File: config.mk
export PLATFORM = sky130hd
export DESIGN_NAME = priv_state_guard
export DESIGN_NICKNAME = d
export VERILOG_FILES = /design/src/rtl/privguard_pkg.sv /design/src/rtl/privguard_ctrl.sv /design/src/rtl/privguard_dpath.sv /design/src/rtl/priv_state_guard.sv
export SDC_FILE = /design/constraint.sdc
export NUM_CORES = 1
export LEC_CHECK = 0
export BUFFER_PORTS_ARGS = -buffer_cell sky130_fd_sc_hd__buf_2
export CAP_MARGIN = 20
export CELL_PAD_IN_SITES_DETAIL_PLACEMENT = 2
export CELL_PAD_IN_SITES_GLOBAL_PLACEMENT = 2
export CORE_MARGIN = 4
export CORE_UTILIZATION = 17
export DETAILED_ROUTE_END_ITERATION = 16
export PLACE_DENSITY = 0.71
export SYNTH_ARGS = -nofsm -noshare
export SYNTH_HDL_FRONTEND = slang
export SYNTH_SLANG_ARGS = --single-unit
export TNS_END_PERCENT = 20
File: constraint.sdc
create_clock -name clk -period 1.3 [get_ports clk]
set_input_delay 0.13 -clock clk [delete_from_list [all_inputs] [get_ports clk]]
set_output_delay 0.13 -clock clk [all_outputs]
set_load 0.05 [all_outputs]
File: src/rtl/privguard_pkg.sv
package privguard_pkg;
  typedef enum logic [1:0] {
    LVL_USER  = 2'd0,
    LVL_SUPER = 2'd1,
    LVL_HYPER = 2'd2
  } privLevel_t;

  typedef struct packed {
    logic loadState;
    logic progTrap;
    logic instFault;
    logic dataFault;
  } guardStrobes_t;
endpackage

File: src/rtl/privguard_ctrl.sv
module privguard_ctrl
  import privguard_pkg::*;
#(
  parameter int HYP_EN = 1
) (
  input  privLevel_t    curLevel,
  input  logic          wrValid,
  input  logic          sprValid,
  input  logic [1:0]    sprNeed,
  input  logic          memValid,
  input  logic          memIsInstr,
  input  logic          memNeedSup,
  input  logic          memNeedHyp,
  output guardStrobes_t strobes
);
  localparam logic [1:0] TOP_RANK = 2'd2;

  logic [1:0] rank;
  logic       isUser;
  logic       wrTrap;
  logic       sprTrap;
  logic       memViol;

  // The supervisor rank depends on whether a level exists above it.
  generate
    if (HYP_EN != 0) begin : g_threeLevel
      always_comb begin
        unique case (curLevel)
          LVL_SUPER: rank = 2'd1;
          LVL_HYPER: rank = TOP_RANK;
          default:   rank = 2'd0;
        endcase
      end
    end else begin : g_twoLevel
      always_comb begin
        rank = (curLevel == LVL_USER) ? 2'd0 : TOP_RANK;
      end
    end
  endgenerate

  always_comb begin
    isUser  = (curLevel == LVL_USER);
    wrTrap  = wrValid && isUser;
    sprTrap = sprValid && (sprNeed > rank);
    memViol = memValid && ((memNeedSup && isUser) || (memNeedHyp && (rank != TOP_RANK)));

    strobes.loadState = wrValid && !isUser;
    strobes.progTrap  = wrTrap || sprTrap;
    strobes.instFault = memViol && memIsInstr;
    strobes.dataFault = memViol && !memIsInstr;
  end
endmodule

File: src/rtl/privguard_dpath.sv
module privguard_dpath
  import privguard_pkg::*;
#(
  parameter int HYP_EN = 1
) (
  input  logic          clk,
  input  logic          rstN,
  input  guardStrobes_t strobes,
  input  logic          wrProb,
  input  logic          wrHyp,
  output privLevel_t    level,
  output logic          progIrq,
  output logic          instExc,
  output logic          dataExc
);
  localparam logic RST_HYP = (HYP_EN != 0);

  logic probQ;
  logic hypQ;
  logic hypD;

  generate
    if (HYP_EN != 0) begin : g_keepHyp
      assign hypD = wrHyp;
    end else begin : g_dropHyp
      assign hypD = 1'b0;
    end
  endgenerate

  always_ff @(posedge clk) begin
    if (!rstN) begin
      probQ   <= 1'b0;
      hypQ    <= RST_HYP;
      progIrq <= 1'b0;
      instExc <= 1'b0;
      dataExc <= 1'b0;
    end else begin
      if (strobes.loadState) begin
        probQ <= wrProb;
        hypQ  <= hypD;
      end
      progIrq <= strobes.progTrap;
      instExc <= strobes.instFault;
      dataExc <= strobes.dataFault;
    end
  end

  always_comb begin
    if (probQ)     level = LVL_USER;
    else if (hypQ) level = LVL_HYPER;
    else           level = LVL_SUPER;
  end
endmodule

File: src/rtl/priv_state_guard.sv
module priv_state_guard
  import privguard_pkg::*;
#(
  parameter int HYP_EN = 1
) (
  input  logic       clk,
  input  logic       rstN,
  input  logic       wrValid,
  input  logic       wrProb,
  input  logic       wrHyp,
  input  logic       sprValid,
  input  logic [1:0] sprNeed,
  input  logic       memValid,
  input  logic       memIsInstr,
  input  logic       memNeedSup,
  input  logic       memNeedHyp,
  output logic [1:0] privState,
  output logic       progIrq,
  output logic       instStorageExc,
  output logic       dataStorageExc
);
  privLevel_t    curLevel;
  guardStrobes_t strobes;

  privguard_ctrl #(.HYP_EN(HYP_EN)) uCtrl (
    .curLevel   (curLevel),
    .wrValid    (wrValid),
    .sprValid   (sprValid),
    .sprNeed    (sprNeed),
    .memValid   (memValid),
    .memIsInstr (memIsInstr),
    .memNeedSup (memNeedSup),
    .memNeedHyp (memNeedHyp),
    .strobes    (strobes)
  );

  privguard_dpath #(.HYP_EN(HYP_EN)) uDpath (
    .clk     (clk),
    .rstN    (rstN),
    .strobes (strobes),
    .wrProb  (wrProb),
    .wrHyp   (wrHyp),
    .level   (curLevel),
    .progIrq (progIrq),
    .instExc (instStorageExc),
    .dataExc (dataStorageExc)
  );

  assign privState = curLevel;
endmodule

# --- After elaboration in Yosys (flattened, before gate mapping) ---
# Index checks and enable logic that the tools add are counted.
op_classes:
  n_addsub: 0
  multipliers: 0
  div: 0
  magnitude_cmp: 1
  eq_ne: 3
  shift: 0
  n_mux: 3
  bitwise_logic: 0
  reduce_logical: 13
ops:
  columns: ["operator", "n"]
  rows:
  - ["$logic_and 1x1->1", 8]
  - ["$mux 2", 2]
  - ["$pmux 2 s2", 1]
  - ["$eq 2x1->1 const B", 1]
  - ["$eq 2x2->1 const B", 1]
  - ["$gt 2x2->1", 1]
  - ["$logic_not 1->1", 2]
  - ["$logic_not 2->1", 1]
  - ["$logic_or 1x1->1", 2]
  - ["$ne 2x2->1 const B", 1]
totals:
  regBits: 5
  latch_bits: 0
  ramBits: 0
  romBits: 0
  inputBits: 12
  n_memories: 0

# --- Depth between registers and ports, before layout ---
# Gate-level depths: netlist of run 1.
logic_depth:
  word_depth: 9
  mapped_depth: 5
  ltp_nobuf: 5

# --- By module ---
# A second synthesis of run 1 with hierarchy kept.
hier_totals:
  cells_unflattened: 32
  hier_area_um2: 267.8
modules_own_cells:
  columns: ["mod", "instances", "cells_per_inst", "area_per_inst_um2"]
  rows:
  - ["privguard_dpath", 1, 14, 158.9]
  - ["privguard_ctrl", 1, 18, 108.9]

# --- Worst setup path after synthesis of run 1 ---
# No wires, ideal clock.
synth_path:
  path_type: "flip-flop to output port"
  start: "reg uDpath.probQ"
  end: "out privState[0]"
  t_arrival_ns: 1.003
  setup_slack_ns: 0.167
  stages_incl_launch_ff: 2
  n_path_buf: 0
  path_cell_list: "dfxtp_1 nor2_1"
synth_between:
  elab_chain_len: 1
synth_rtl:
  columns: ["item", "line", "text"]
  rows:
  - ["from (decl)", "privguard_dpath.sv:18", "logic probQ;"]
  - ["from (signal assigned)", "privguard_dpath.sv:39", "probQ <= wrProb;"]
  - ["$mux 2", "privguard_dpath.sv:49", "if (probQ) level = LVL_USER;"]
  - ["to (decl)", "priv_state_guard.sv:17", "output logic [1:0] privState,"]
# No other way between the ends.

# --- Worst setup path in the final report of run 1 ---
# Ends and elaborated chain as after synthesis.

==> summary.txt, run 1 <==
Yosys
  • Register area share after synthesis: 42.1%
  • Synthesized area: 238 um^2
  • Synth Net Count: 42
  • Ys async rst share: 0%
  • Yosys top cell area share: 42.1%
  • Yosys warnings: 0
  • FF+latch count, synth: 5
  • Yosys cell types: 14
  • Post-synth EDFFs: 0
  • Mapped Avg Cell Area: 8.49 um^2
  • Post-Syn Instances: 28
  • Synth area leader: dfxtp_1
  • Count leader, synth: dfxtp_1
  • Primary FF master, synth: dfxtp_1
  • Largest cells by area after synthesis: dfxtp_1 (42%), ha_1 (11%), inv_1 (6.3%)
  • Synth top cells by count: dfxtp_1 (5), inv_1 (4)

Detailed routing
  • Met1 WL: 227 um
  • 1st-iter DRT viols: 0
  • Final ANT Viol Nets: 0
  • Met3 WL: 52 um
  • DRC viols: 0
  • DR vias: 270
  • Routed Wire Length: 610 um
  • Via/cell ratio: 4.22
  • Metal2 WL: 329 um
  • Avg WL per Cell: 9.53 um
  • Highest Signal Layer: met3
  • Drt first pass iters: 1

Final layout
  • N_diodes: 0
  • Layout Nets: 64
  • Layout cells sized above 1: 42.9%
  • Layout Utilization: 28.6%
  • P&R area growth vs syn: 56.3%
  • Fillers: 165
  • Final instance area: 372 um^2

Worst setup path
  • Critical Path RT: 1.17 ns
  • CP top delay family: buffers and inverters
  • Crit path launch: uDpath.probQ
  • Cell Chain, Critical Path: buf_4 -> nor2_1 -> buf_2
  • Crit start category: flop
  • WP data arrival: 1.05 ns
  • Worst path depth: 3
  • Worst-case reg-to-reg path depth: 5
  • Worst Setup End Kind: output port
  • Worst R2R Setup Slack: 0.18 ns
  • Worst reg2reg startpoint: uDpath.probQ
  • CP Max Fanout: 5
  • RR Endpoint: uDpath.progIrq
  • Max stage delay on crit path: 0.31 ns
  • CP max stage cell: dfxtp_1
  • Crit path buf inv count: 2
  • Crit Path Category: reg2out
  • Capture point of the critical path: privState[0]

GRT
  • GRT Util Overall: 7.29%
  • Largest net degree at the start of global routing: 7
  • Global-route wire length before repair: 1030 um
  • Vias in the first global route: 264
  • Initial antenna violation count: 0
  • Grt ovf: 0

CTS
  • CTS H-tree depth: 1
  • Postcts setup bufs: 0
  • Clk buf depth: 2
  • CTS Sinks: 5
  • Clock slew at reported path FFs: 0.04 ns
  • Clk Latency, worst-skew pair: 0.24 ns
  • CTS tree: built
  • Number of buffers created by CTS: 3
  • CTS Root Cell: clkbuf_4

Floorplanning
  • Placeable Area: 0.00130 mm^2
  • Total I/O pin count: 17
  • Initial Util: 18.3%
  • Full die area: 0.00206 mm^2
  • Die H: 45.4 um
  • Die width: 45.4 um
  • Std-Cell Rows: 13

Timing
  • Final hold violation count: 0
  • Slew Viols, Final: 0
  • Setup_tns: 0 ns
  • Clock skew: 0.000801 ns
  • RSZ-0062 raised after global routing: false
  • Final Critical Period: 1.18 ns
  • Fmax: 846 MHz
  • Setup-failing EPs final: 0
  • Slew headroom: 83.4%
  • Period utilisation layout: 90.9%
  • Worst-Margin Slew: 0.251 ns

Power and ir drop
  • P_leak: 0.204 nW
  • Peak supply drop: 0.549 mV
  • Pwr dens: 1190 mW/mm^2

Placement
  • Dpl cell area: 344 um^2
  • RePlAce Congestion: 0.588
  • Post-DP HPWL: 556 um
  • IO Port Bufs: 16

Worst hold path
  • Min-delay worst type: in2reg

Outcome
  • Status: finished, final reports clean

Flow run
  • Max-capacitance violation count: 0
how the worst min path moves through the flow:
stage / from / endpoint / slack (ns) / cells after the start
after floorplan: rstN / uDpath.hypQ / 0.19 / 1
after global placement: rstN / uDpath.hypQ / 0.35 / 2
after detailed placement: rstN / uDpath.hypQ / 0.36 / 2
after CTS: rstN / uDpath.hypQ / 0.11 / 2
after global routing: rstN / uDpath.hypQ / 0.11 / 2
final: rstN / uDpath.hypQ / 0.11 / 2
cells in the final DEF (no fill, tap or decap), drive strengths merged, types with 2 or more instances in the layout:
cell type,count
a21oi,2
buf,17
clkbuf,4
dfxtp,5
ha,2
inv,4
nand2,2
nand3,2
nor2,2
nor2b,2
o21ai,3
cell type report:
class | count | area [um^2] | share of cell area (%)
Tap cell | 15 | 18.8 | 5.05
Sequential cell | 5 | 101 | 27.3
Multi-Input combinational cell | 19 | 123 | 33.0
Clock buffer | 4 | 26.3 | 7.07
Inverter | 4 | 15.0 | 4.04
Timing Repair Buffer | 17 | 87.6 | 23.6
repair_timing:
item                                   4_1_cts  5_1_grt
setup endpoints to repair                    0        2
resized for setup                            0        1
hold buffers                                 0        0
endpoints found under the hold margin        0        0
kinds of logic after synthesis:
family,count (synthesis),share of synthesized area (%)
AND/OR/NAND/NOR,11,26.3
AO/OA/AOI/OAI,5,10.5
flip-flops,5,42.1
buffers and inverters,4,6.31
adder cells (fa/ha/maj),2,10.5
multiplexers,1,4.21
flip-flops by register name, indices dropped and copies added, names as in the netlist:
name	cells
uDpath.instExc	1
uDpath.progIrq	1
uDpath.probQ	1
uDpath.dataExc	1
uDpath.hypQ	1
through the flow:
| step | setup slack (ns) | instances | total power [mW] | hold slack (ns) |
|---|---|---|---|---|
| finish | 0.118 | 64 | 0.443 | 0.110 |
| global route | 0.000433 | 64 | 0.489 | 0.109 |
| CTS | 0.0981 | 64 | 0.458 | 0.108 |
| detailed placement | 0.145 | 60 | 0.274 | 0.361 |
| global placement | 0.165 | 60 | 0.272 | 0.351 |
| floorplan | 0.167 | 28 | 0.234 | 0.192 |
routing by layer:
layer  up-vias  global-route usage, %
met5         -                      0
met4         0                      0
met3         0                   7.11
met2         9                   12.3
met1       124                   6.71
li1        137                      -
where the power goes:
part / switching, mW / leakage [nW] / internal, mW / total, mW
sequential: 0.00473 / 0.0406 / 0.163 / 0.168
clock: 0.0590 / 0.0150 / 0.116 / 0.175
combinational: 0.0633 / 0.148 / 0.0378 / 0.101
total: 0.127 / 0.204 / 0.316 / 0.443
(Power assumes the default switching activity.)
==> inputs of run 2 (changes only) <==
--- a/config.mk
+++ b/config.mk
@@ -5,14 +5,16 @@
 export SDC_FILE = /design/constraint.sdc
 export NUM_CORES = 1
 export LEC_CHECK = 0
+export ABC_AREA = 1
 export BUFFER_PORTS_ARGS = -buffer_cell sky130_fd_sc_hd__buf_2
 export CAP_MARGIN = 20
 export CELL_PAD_IN_SITES_DETAIL_PLACEMENT = 2
 export CELL_PAD_IN_SITES_GLOBAL_PLACEMENT = 2
+export CORE_ASPECT_RATIO = 1.1
 export CORE_MARGIN = 4
 export CORE_UTILIZATION = 17
 export DETAILED_ROUTE_END_ITERATION = 16
-export PLACE_DENSITY = 0.71
+export PLACE_DENSITY = 0.73
 export SYNTH_ARGS = -nofsm -noshare
 export SYNTH_HDL_FRONTEND = slang
 export SYNTH_SLANG_ARGS = --single-unit
==> run 2 against run 1 <==
Net effect: worst setup slack worse by 0.039 ns; highest routed layer is now met4; total power is 7.5% higher; global-route usage is 0.75 points higher; maximum frequency is 3.2% lower.
==> summary.txt, run 2 <==
Outcome
  • Status: finished, final reports clean

Yosys
  • Mapped Avg Cell Area: 6.99 um^2 (-18%)
  • Synth Area in Simple Gates: 30.8% (+4.5 points)
  • Yosys warnings: 0 (unchanged)
  • Largest family of logic cells by synthesized area: simple AND/OR/NAND/NOR gates
  • Post-synth EDFFs: 0 (unchanged)
  • Ys async rst share: 0% (unchanged)
  • Largest cells by area after synthesis: dfxtp_1 (40%), nand2_1 (13%), inv_1 (12%)
  • Synth top cells by count: nand2_1 (9), inv_1 (8), dfxtp_1 (5)
  • Synthesized area: 251 um^2 (+5.8%)
  • Synth Area in Compound Gates: 5.97% (-4.6 points)
  • Primary FF master, synth: dfxtp_1
  • Synth area leader: dfxtp_1
  • Synth Net Count: 50 (+19%)
  • Post-Synth XOR/XNOR Area: 0% (unchanged)
  • FF+latch count, synth: 5 (unchanged)
  • Count leader, synth: nand2_1
  • Post-synthesis adder-cell area fraction: 9.95% (-0.58 points)
  • Multiplexer share of the synthesized area: 0% (-4.2 points)
  • Yosys top cell area share: 39.8% (-2.3 points)
  • Post-Syn Instances: 36 (+29%)
  • Register area share after synthesis: 39.8% (-2.3 points)
  • Yosys cell types: 10 (-4)

CTS
  • Clock slew at reported path FFs: 0.05 ns (about the same)
  • Hold buffer count at cts: 0 (unchanged)
  • Postcts setup bufs: 0 (unchanged)
  • CTS Sinks: 5 (unchanged)
  • CTS tree: built
  • Clk Latency, worst-skew pair: 0.25 ns (about the same)
  • CTS H-tree depth: 1 (unchanged)
  • Clk buf depth: 2 (unchanged)
  • CTS Root Cell: clkbuf_4
  • Number of buffers created by CTS: 3 (unchanged)

GRT
  • Global-route wire length before repair: 1210 um (+17%)
  • Grt ovf: 0 (unchanged)
  • GRT Util Overall: 8.04% (+0.75 points)
  • Initial antenna violation count: 0 (unchanged)
  • Vias in the first global route: 308 (+17%)
  • Largest net degree at the start of global routing: 6 (-1)

Placement
  • RePlAce Congestion: 0.775 (+32%)
  • Placed cell count: 69 (+15%)
  • Setup slack after placement: 0.104 ns (-0.0413 ns)
  • Dpl cell area: 359 um^2 (+4.4%)
  • Post-DP HPWL: 628 um (+13%)
  • IO Port Bufs: 16 (unchanged)

Floorplanning
  • Total I/O pin count: 17 (unchanged)
  • Std-Cell Rows: 14 (+1)
  • Placeable Area: 0.00138 mm^2 (+6.3%)
  • Full die area: 0.00216 mm^2 (+4.8%)
  • Die width: 44.7 um (-1.6%)
  • Initial Util: 18.2% (-0.096 points)
  • Die H: 48.3 um (+6.5%)

Timing
  • Fmax: 819 MHz (-3.2%)
  • Slew headroom: 83.5% (+0.12 points)
  • Clock skew: 0.00801 ns (+0.00721 ns)
  • Worst setup margin: 0.0788 ns (-0.0392 ns)
  • Worst Hold Slack: 0.0476 ns (-0.0627 ns)
  • Worst-Margin Slew: 0.250 ns (-0.00187 ns)
  • RSZ-0062 raised after global routing: false
  • Setup_tns: 0 ns (unchanged)
  • Setup-failing EPs final: 0 (unchanged)
  • Final Critical Period: 1.22 ns (+0.0392 ns)
  • Slew Viols, Final: 0 (unchanged)
  • Final hold violation count: 0 (unchanged)
  • Period utilisation layout: 93.9% (+3.0 points)

Worst hold path
  • Min-delay worst type: in2reg

Final layout
  • N_diodes: 0 (unchanged)
  • Final instance area: 389 um^2 (+4.7%)
  • P&R area growth vs syn: 54.7%
  • Reg area: 101 um^2 (unchanged)
  • Most frequent cells in the layout: buf_2 (15), nand2_1 (9), inv_1 (8)
  • Fillers: 172 (+4.2%)
  • Layout Nets: 72 (+13%)
  • Layout Utilization: 28.1% (-0.44 points)
  • Layout cells sized above 1: 42.1% (-0.75 points)
  • Commonest non-fill, non-tap cell in the layout: buf_2
  • Area taken by multi-input logic gates: 118 um^2 (-4.1%)
  • Fin cells: 73 (+14%)

Detailed routing
  • Routed Wire Length: 720 um (+18%)
  • Drt first pass iters: 1 (unchanged)
  • DRC viols: 0 (unchanged)
  • Avg WL per Cell: 9.86 um (+3.5%)
  • Final ANT Viol Nets: 0 (unchanged)
  • Via/cell ratio: 3.95 (-6.5%)
  • DR vias: 288 (+6.7%)
  • 1st-iter DRT viols: 0 (unchanged)

Power and ir drop
  • Peak supply drop: 0.450 mV (-18%)
  • Pwr Total: 0.477 mW (+7.5%)
  • P_leak: 0.236 nW (+16%)
  • Pwr dens: 1230 mW/mm^2 (+2.7%)

Worst setup path
  • Crit start category: flop
  • CP Max Fanout: 5 (unchanged)
  • Critical Path RT: 1.17 ns (about the same)
  • WP data arrival: 1.09 ns (+0.04 ns)
  • Crit Path Category: reg2out
  • Worst Setup End Kind: output port

Flow run
  • Max-capacitance violation count: 0 (unchanged)
[run 2: cell types whose count changed after synthesis, moves of 2 or more]
cell and delta:
o21ai_1 -2, nand2_1 +7, inv_1 +4, nor2b_1 -2, nor2_1 +2
[run 2: kinds of logic (layout without fill, tap and decap cells)]
| group | after synthesis | count (layout) |
|---|---|---|
| compound gates | 3 | 3 |
| fa+ha+maj | 2 | 2 |
| buf+inv | 9 | 30 |
| flops | 5 | 5 |
| simple gates | 17 | 17 |
[run 2: worst paths after layout]
path         slack, ns              to          from  depth (start not counted)
max               0.08    privState[1]  uDpath.probQ                          5
min               0.05  uDpath.dataExc    memIsInstr                          2
max reg2reg       0.12  uDpath.progIrq  uDpath.probQ                          6
min reg2reg       0.52  uDpath.progIrq  uDpath.probQ                          2
[run 2: critical path: stages (launching register included)]
cell and delay, ns:
dfxtp_2 0.34, inv_2 0.08, nand2_2 0.05, buf_4 0.14, inv_1 0.05, buf_4 0.18
[run 2: per-layer routing]
layer	up-vias	wire [um]	track usage (%)
met5	-	0	0
met4	0	13	7.54
met3	2	52	3.70
met2	9	366	12.7
met1	127	288	7.17
li1	150	-	-
[run 2: repair_timing]
action                                  4_1_cts  5_1_grt
gates resized for setup                       1        1
endpoints found under the setup margin        1        2
hold endpoints to repair                      0        0
[run 2: final cells by class]
type | instances | share of cell area [%]
tap | 16 | 5.14
multi-input combinational | 22 | 30.2
sequential | 5 | 26.0
timing repair buffer | 17 | 23.2
clock buffer | 4 | 6.75
inverter | 9 | 8.68
[run 2: where the power goes]
part	internal, mW	total (mW)	leakage (nW)	switching, mW
Sequential	0.163	0.170	0.0413	0.00690
Clock	0.116	0.185	0.0150	0.0689
Combinational	0.0443	0.121	0.179	0.0770
